### config.mk
export PLATFORM = sky130hd
export DESIGN_NAME = ext_irq_latch
export DESIGN_NICKNAME = d
export VERILOG_FILES = /design/src/rtl/irq_pkg.sv /design/src/rtl/irq_rst_sync.sv /design/src/rtl/irq_pin_sync.sv /design/src/rtl/irq_ctrl_regs.sv /design/src/rtl/irq_latch_core.sv /design/src/rtl/ext_irq_latch.sv
export SDC_FILE = /design/constraint.sdc
export NUM_CORES = 1
export LEC_CHECK = 0
export BUFFER_PORTS_ARGS = -buffer_cell sky130_fd_sc_hd__buf_2
export CAP_MARGIN = 20
export CORE_AREA = 3 3 40 42
export CTS_BUF_LIST = sky130_fd_sc_hd__clkbuf_8
export DETAILED_ROUTE_END_ITERATION = 8
export DIE_AREA = 0 0 43 45
export PLACE_DENSITY = 0.79
export SYNTH_ARGS = -nofsm -noshare
export SYNTH_HDL_FRONTEND = slang
export SYNTH_SLANG_ARGS = --single-unit
export TNS_END_PERCENT = 10
### constraint.sdc
create_clock -name clk -period 1.4 [get_ports clk]
set_clock_uncertainty 0.2 [all_clocks]
set_input_delay 0.14 -clock clk [delete_from_list [all_inputs] [get_ports clk]]
set_output_delay 0.14 -clock clk [all_outputs]
set_load 0.05 [all_outputs]
### src/rtl/irq_pkg.sv
package irq_pkg;
  localparam int CSR_W    = 4;
  localparam int BIT_FLAG = 3;
  localparam int BIT_ACK  = 2;
  localparam int BIT_MASK = 1;
  localparam int BIT_MODE = 0;

  typedef struct packed {
    logic mask;
    logic mode;
  } irq_ctl_t;
endpackage

### src/rtl/irq_rst_sync.sv
module irq_rst_sync #(
  parameter int STAGES = 2
) (
  input  logic clk,
  input  logic rst_n,
  output logic rst_n_sync
);
  logic [STAGES-1:0] chain_q;
  logic [STAGES-1:0] chain_d;

  always_comb chain_d = {chain_q[STAGES-2:0], 1'b1};

  always_ff @(posedge clk or negedge rst_n) begin
    if (!rst_n) chain_q <= '0;
    else        chain_q <= chain_d;
  end

  assign rst_n_sync = chain_q[STAGES-1];
endmodule

### src/rtl/irq_pin_sync.sv
module irq_pin_sync #(
  parameter int STAGES = 2
) (
  input  logic clk,
  input  logic rst_n,
  input  logic pin_n,
  output logic pin_lvl,
  output logic fall
);
  logic [STAGES-1:0] sh_q;
  logic [STAGES-1:0] sh_d;
  logic              prev_q;
  logic              prev_d;

  // Each stage feeds the next; a variant with more stages only changes STAGES.
  for (genvar i = 0; i < STAGES; i++) begin : g_stage
    if (i == 0) begin : g_first
      always_comb sh_d[i] = pin_n;
    end else begin : g_rest
      always_comb sh_d[i] = sh_q[i-1];
    end
  end

  always_comb prev_d = sh_q[STAGES-1];

  // Stages reset low, so a pin held low across reset shows no edge.
  always_ff @(posedge clk or negedge rst_n) begin
    if (!rst_n) begin
      sh_q   <= '0;
      prev_q <= 1'b0;
    end else begin
      sh_q   <= sh_d;
      prev_q <= prev_d;
    end
  end

  assign pin_lvl = sh_q[STAGES-1];
  assign fall    = prev_q & ~sh_q[STAGES-1];
endmodule

### src/rtl/irq_ctrl_regs.sv
module irq_ctrl_regs
  import irq_pkg::*;
(
  input  logic             clk,
  input  logic             rst_n,
  input  logic             wr,
  input  logic [CSR_W-1:0] wdata,
  input  logic             flag,
  output irq_ctl_t         ctl,
  output logic             sw_ack,
  output logic [CSR_W-1:0] rdata
);
  irq_ctl_t ctl_q;
  irq_ctl_t ctl_d;

  always_comb begin
    ctl_d.mask = wdata[BIT_MASK];
    ctl_d.mode = wdata[BIT_MODE];
  end

  always_ff @(posedge clk or negedge rst_n) begin
    if (!rst_n)  ctl_q <= '0;
    else if (wr) ctl_q <= ctl_d;
  end

  always_comb begin
    rdata           = '0;
    rdata[BIT_FLAG] = flag;
    rdata[BIT_MASK] = ctl_q.mask;
    rdata[BIT_MODE] = ctl_q.mode;
  end

  assign ctl    = ctl_q;
  assign sw_ack = wr & wdata[BIT_ACK];

  assert_mask_written_R6: assert property (@(posedge clk) disable iff (!rst_n)
    wr |=> (ctl_q.mask == $past(wdata[BIT_MASK])));
  assert_mode_written_R7: assert property (@(posedge clk) disable iff (!rst_n)
    !wr |=> (ctl_q.mode == $past(ctl_q.mode)));
endmodule

### src/rtl/irq_latch_core.sv
module irq_latch_core (
  input  logic clk,
  input  logic rst_n,
  input  logic fall,
  input  logic pin_lvl,
  input  logic mode,
  input  logic ack,
  output logic pending
);
  logic latch_q, latch_d;
  logic acked_q, acked_d;

  always_comb begin
    latch_d = latch_q;
    acked_d = acked_q;
    if (fall) begin
      // A new edge wins over any acknowledge in the same cycle.
      latch_d = 1'b1;
      acked_d = 1'b0;
    end else if (!mode) begin
      acked_d = 1'b0;
      if (ack) latch_d = 1'b0;
    end else if (latch_q && (ack || acked_q)) begin
      if (pin_lvl) begin
        latch_d = 1'b0;
        acked_d = 1'b0;
      end else begin
        acked_d = 1'b1;
      end
    end
  end

  always_ff @(posedge clk or negedge rst_n) begin
    if (!rst_n) begin
      latch_q <= 1'b0;
      acked_q <= 1'b0;
    end else begin
      latch_q <= latch_d;
      acked_q <= acked_d;
    end
  end

  assign pending = latch_q;

  assert_fall_sets_R1: assert property (@(posedge clk) disable iff (!rst_n)
    fall |=> pending);
  assert_edge_ack_clears_R2: assert property (@(posedge clk) disable iff (!rst_n)
    (!mode && ack && !fall) |=> !pending);
  assert_low_holds_R3: assert property (@(posedge clk) disable iff (!rst_n)
    (mode && pending && !pin_lvl) |=> pending);
  assert_needs_ack_R4: assert property (@(posedge clk) disable iff (!rst_n)
    (mode && pending && !ack && !acked_q) |=> pending);
  assert_ack_high_clears_R4: assert property (@(posedge clk) disable iff (!rst_n)
    (mode && pending && acked_q && pin_lvl && !fall) |=> !pending);
endmodule

### src/rtl/ext_irq_latch.sv
module ext_irq_latch
  import irq_pkg::*;
#(
  parameter int          SYNC_STAGES = 2,
  parameter int          ADDR_W      = 16,
  parameter logic [15:0] VEC_HI_ADDR = 16'hFFFA
) (
  input  logic              clk,
  input  logic              rst_n,
  input  logic              pin_n,
  input  logic              reg_wr,
  input  logic [CSR_W-1:0]  reg_wdata,
  input  logic              vec_ack,
  output logic [CSR_W-1:0]  reg_rdata,
  output logic              irq_req,
  output logic              pin_level,
  output logic [ADDR_W-1:0] vec_addr
);
  logic     rst_i;
  logic     fall;
  logic     pin_lvl;
  logic     sw_ack;
  logic     pending;
  irq_ctl_t ctl;

  irq_rst_sync #(.STAGES(SYNC_STAGES)) u_rst (
    .clk(clk), .rst_n(rst_n), .rst_n_sync(rst_i));

  irq_pin_sync #(.STAGES(SYNC_STAGES)) u_pin (
    .clk(clk), .rst_n(rst_i), .pin_n(pin_n), .pin_lvl(pin_lvl), .fall(fall));

  irq_ctrl_regs u_regs (
    .clk(clk), .rst_n(rst_i), .wr(reg_wr), .wdata(reg_wdata), .flag(pending),
    .ctl(ctl), .sw_ack(sw_ack), .rdata(reg_rdata));

  irq_latch_core u_core (
    .clk(clk), .rst_n(rst_i), .fall(fall), .pin_lvl(pin_lvl), .mode(ctl.mode),
    .ack(sw_ack | vec_ack), .pending(pending));

  assign irq_req   = pending & ~ctl.mask;
  assign pin_level = pin_lvl;
  assign vec_addr  = ADDR_W'(VEC_HI_ADDR);
endmodule

# == After elaboration in Yosys (flattened, before gate mapping) ==
# Cells that the tools add are included.
# totals
register_bits,9
in_bits,9
out_inout_bits,22
# classes
n_eq_ne,2
n_mux,9
n_bitwise,6
reduce_logical,4
# ops
operator,n
$mux 1,9
$and 1x1->1,3
$ne 3x2->1 const B,1
$ne 3x3->1 const B,1
$reduce_and 3->1,1
$reduce_bool 3->1,1
$not 1->1,2
$logic_and 1x1->1,1
$logic_or 1x1->1,1
$or 1x1->1,1

# == Depth between registers and ports, before layout ==
# logic_depth
depth_word,7
ltp_mapped,2
ltp_nobuf,2

# == Hierarchy ==
# A second synthesis with hierarchy kept.
# unflattened
cells_unflattened,45
hier_area_um2,490.5
# modules_own_cells
mod,instances,cells_per_inst,area_per_inst_um2,seq_area_each_um2
ext_irq_latch,1,20,140.1,0.0
irq_ctrl_regs,1,10,113.9,50.0
irq_latch_core,1,8,93.8,50.0
irq_pin_sync,1,4,88.8,75.1
irq_rst_sync,1,3,53.8,50.0

# == Worst setup path before layout ==
# OpenSTA, ideal clock, no wires.
# synth_path
kind,register to output
from,"register u_regs.ctl_q, in the netlist u_regs.ctl[1]"
to,output port irq_req
arrival_ns,1.326
required_time_ns,1.060
slack_ns,-0.266
stages_incl_launch_ff,2
path_cell_list,dfrtp_1 nor2b_1
# synth_via
elab_chain_len,2
# synth_lines
item,line,rtl
"start, declared",irq_ctrl_regs.sv:13,irq_ctl_t ctl_q;
"start signal, assigned",irq_ctrl_regs.sv:23,else if (wr) ctl_q <= ctl_d;
$not 1->1,ext_irq_latch.sv:40,assign irq_req = pending & ~ctl.mask;
$and 1x1->1,ext_irq_latch.sv:40,
"end, declared",ext_irq_latch.sv:15,"output logic irq_req,"
# Every way passes these cells.

# == Final worst setup path ==
# layout_path
from,register u_core.latch_q (netlist: u_core.pending)
to,output port irq_req
# layout_via
elab_chain_len,1
# layout_lines
item,line,rtl
"start, declared",irq_latch_core.sv:10,"logic latch_q, latch_d;"
"start signal, assigned",irq_latch_core.sv:38,latch_q <= latch_d;
$and 1x1->1,ext_irq_latch.sv:40,
# Every way passes these cells.

==> qor.yml <==
synth:
  yosysTopAreaCellShare_pct: 47.5
  yosys.cell_count.top_type: "buf_4"
  yosysWarningCount: 0
  yosys.cell_types.count: 11
  ys_async_sr_fraction_pct: 100
  synth_edf_count: 0
  syn_area_um2: 474
  synth_area_leaders: "dfrtp_1 (47%), buf_4 (30%), mux2_1 (4.7%), nand4bb_1 (4.7%), o211ai_2 (2.6%)"
  synth_common_cells: "buf_4 (19), dfrtp_1 (9)"
  synth_top_area_cell: "dfrtp_1"
  synth_sequential_area_ratio_pct: 47.5
  yosys_register_bits: 9
  syn_inst: 41
  avgSynthCellArea_um2: 11.6
  synthFlopType: "dfrtp_1"
routing:
  dr_total_vias: 281
  first_pass_iters: 4
  routed_wl_um: 745
  ant_nets: 0
  route.detailed.drc: 0
  routedWlPerCell_um: 9.93
  drt_iter0_markers: 3
  via_per_inst: 3.75
finish:
  nets: 70
  syn_to_final_growth_pct: 23.7
  post-route-util_pct: 45.7
  drive_gt1_share_pct: 30.0
  final_cells: 75
  n_antenna_cell: 0
worst_setup_path:
  path_class: "reg2out"
  required_ns: 1.06
  crit_path_start_kind: "flop"
  crit_start: "u_core.pending"
  cp-end-kind: "primary output"
  crit_slowest_cell: "dfrtp_2"
  r2r_cells: 1
  r2r-end: "u_core.pending"
  slowest_delay_ns: 0.39
  cp.arrival_ns: 0.99
  reg2reg_slack_ns: 0.29
  cp_top_family: "flip-flops"
  path_buf_inv: 1
  crit_fanout: 6
  reg2reg_from: "u_rst.chain_q[1]"
  crit_chain: "nor2b_4 > clkbuf_4"
power:
  p_clk_share_pct: 35.0
  seqPwrFrac_pct: 37.8
  p_sw_share_pct: 34.7
  power_frac_comb_pct: 27.2
  internal-power_mw: 0.513
  p_sw_mw: 0.272
  irDropWorstVdd_mv: 1.15
  p_leak_nw: 0.300
  cellPowerDensity_nw_per_um2: 1340
min_path:
  holdCritStartpoint: "vec_ack"
  whs_path_depth: 3
  min_path_type: "in2reg"
  min_to: "u_core.pending"
timing:
  period_needed_ns: 1.33
  max_freq_mhz: 752
  setup_viol: 0
  hold_violations: 0
  slew_violations: 0
  rsz0062_at_grt: "no"
  worst_slack_ns: 0.0708
  setup_tns_ns: 0
  timing.final.crit_share_pct: 94.9
die:
  ioPinCount: 31
  core_area_um2: 1280
  fp.dieH_um: 45
  die-area_um2: 1940
  num_rows: 13
  initial_utilization_pct: 36.9
  die_x_um: 43
grt:
  grt_max_degree: 8
  grt_pass1_wl_mm: 1.17
  grt_use_total_pct: 8.37
  antenna_found_initial: 0
  overflow: 0
  grt_pass1_vias: 263
clocking:
  insertion_delay_ns: 0.22
  clockRootBuffer: "clkbuf_8"
  postCtsSetupRepairBufs: 0
  cts_tree: "built"
  htree_levels: 1
  clock_sink_count: 9
  cts.path.max_buffers: 2
  cts.clk_slew.worst_paths_ns: 0.04
  cts-buffers-inserted: 3
place:
  gp_congestion: 0.612
  io_buffers: 12
  place_ws_ns: 0.254
  dpl.hpwl_um: 532
  place_inst: 65
flow_run:
  maxCapViolations: 0
run_status:
  status: "completed"
[flip-flops by register name, indices dropped and copies added (netlist names)]
| signal | flops |
|---|---|
| u_pin.sh_q | 2 |
| u_regs.ctl | 2 |
| u_rst.chain_q | 2 |
| u_core.acked_q | 1 |
| u_core.pending | 1 |
| u_pin.prev_q | 1 |
[logic make-up after synthesis]
family	after synthesis	synth area share, %
DFF	9	47.5
buffers and inverters	19	30.1
AOI/OAI and AO/OA	5	8.18
other	2	1.58
muxes	2	4.75
and+or+nand+nor	4	7.92
[cells in the final DEF, fill, tap and decap left out]
master         count
nor2b_4            1
a21oi_1            2
dfrtp_2            1
dfrtp_1            8
conb_1            18
clkbuf_8           3
nand4b_1           1
mux2_1             2
buf_2             11
o211ai_2           1
o2bb2ai_1          1
nand4bb_1          2
dlygate4sd3_1      6
clkbuf_4           1
inv_1              1
a21boi_0           1
[per-layer routing]
metal,part of all wire (%),track usage (%),routed length [um],vias to the layer above
met2,52,16.5,390,17
met1,35,8.56,261,126
li1,-,-,-,138
met4,0,0,0,0
met3,12,3.98,93,0
met5,0,0,0,-
[tightest hold or removal path, cell delays in order]
cell,delay (ns)
buf_2,0.07
a21oi_1,0.05
o2bb2ai_1,0.12
[power groups by stage]
stage / logic, mW / clock network (mW) / registers, mW
floorplan: 0.200 / 0 / 0.314
CTS: 0.212 / 0.280 / 0.296
global route: 0.223 / 0.298 / 0.301
global placement: 0.195 / 0 / 0.302
detailed placement: 0.195 / 0 / 0.303
finish: 0.214 / 0.274 / 0.297
[layout make-up]
class                   count  area [um^2]
flip-flops and latches      9          226
multi-input cells          29          174
fillers                   125          698
well taps                  15         18.8
repair buffers             18          123
clock inverters             1         3.75
clock buffers               3         41.3
[what timing repair did]
action,in CTS,in global routing
hold buffers,6,0
gates resized for setup,0,2
hold endpoints to repair,12,0
setup endpoints to repair,0,1
[stage by stage]
stage                     cell area [um^2]  hold slack, ns  power (mW)
after floorplan                        542          -0.356       0.514
after global placement                 478          -0.274       0.496
after detailed placement               478          -0.273       0.499
after CTS                              583          0.0213       0.788
after global routing                   587          0.0301       0.821
final                                  587          0.0136       0.785
[worst max-delay path by stage]
stage | end | slack (ns) | depth (start not counted)
6_report | irq_req | 0.07 | 2
5_1_grt | irq_req | 0.03 | 2
4_1_cts | irq_req | 0.009 | 2
3_5_place_dp | irq_req | 0.25 | 2
3_3_place_gp | irq_req | 0.27 | 2
2_1_floorplan | irq_req | 0.12 | 1
Note: power is estimated with default switching activity, not from simulation.
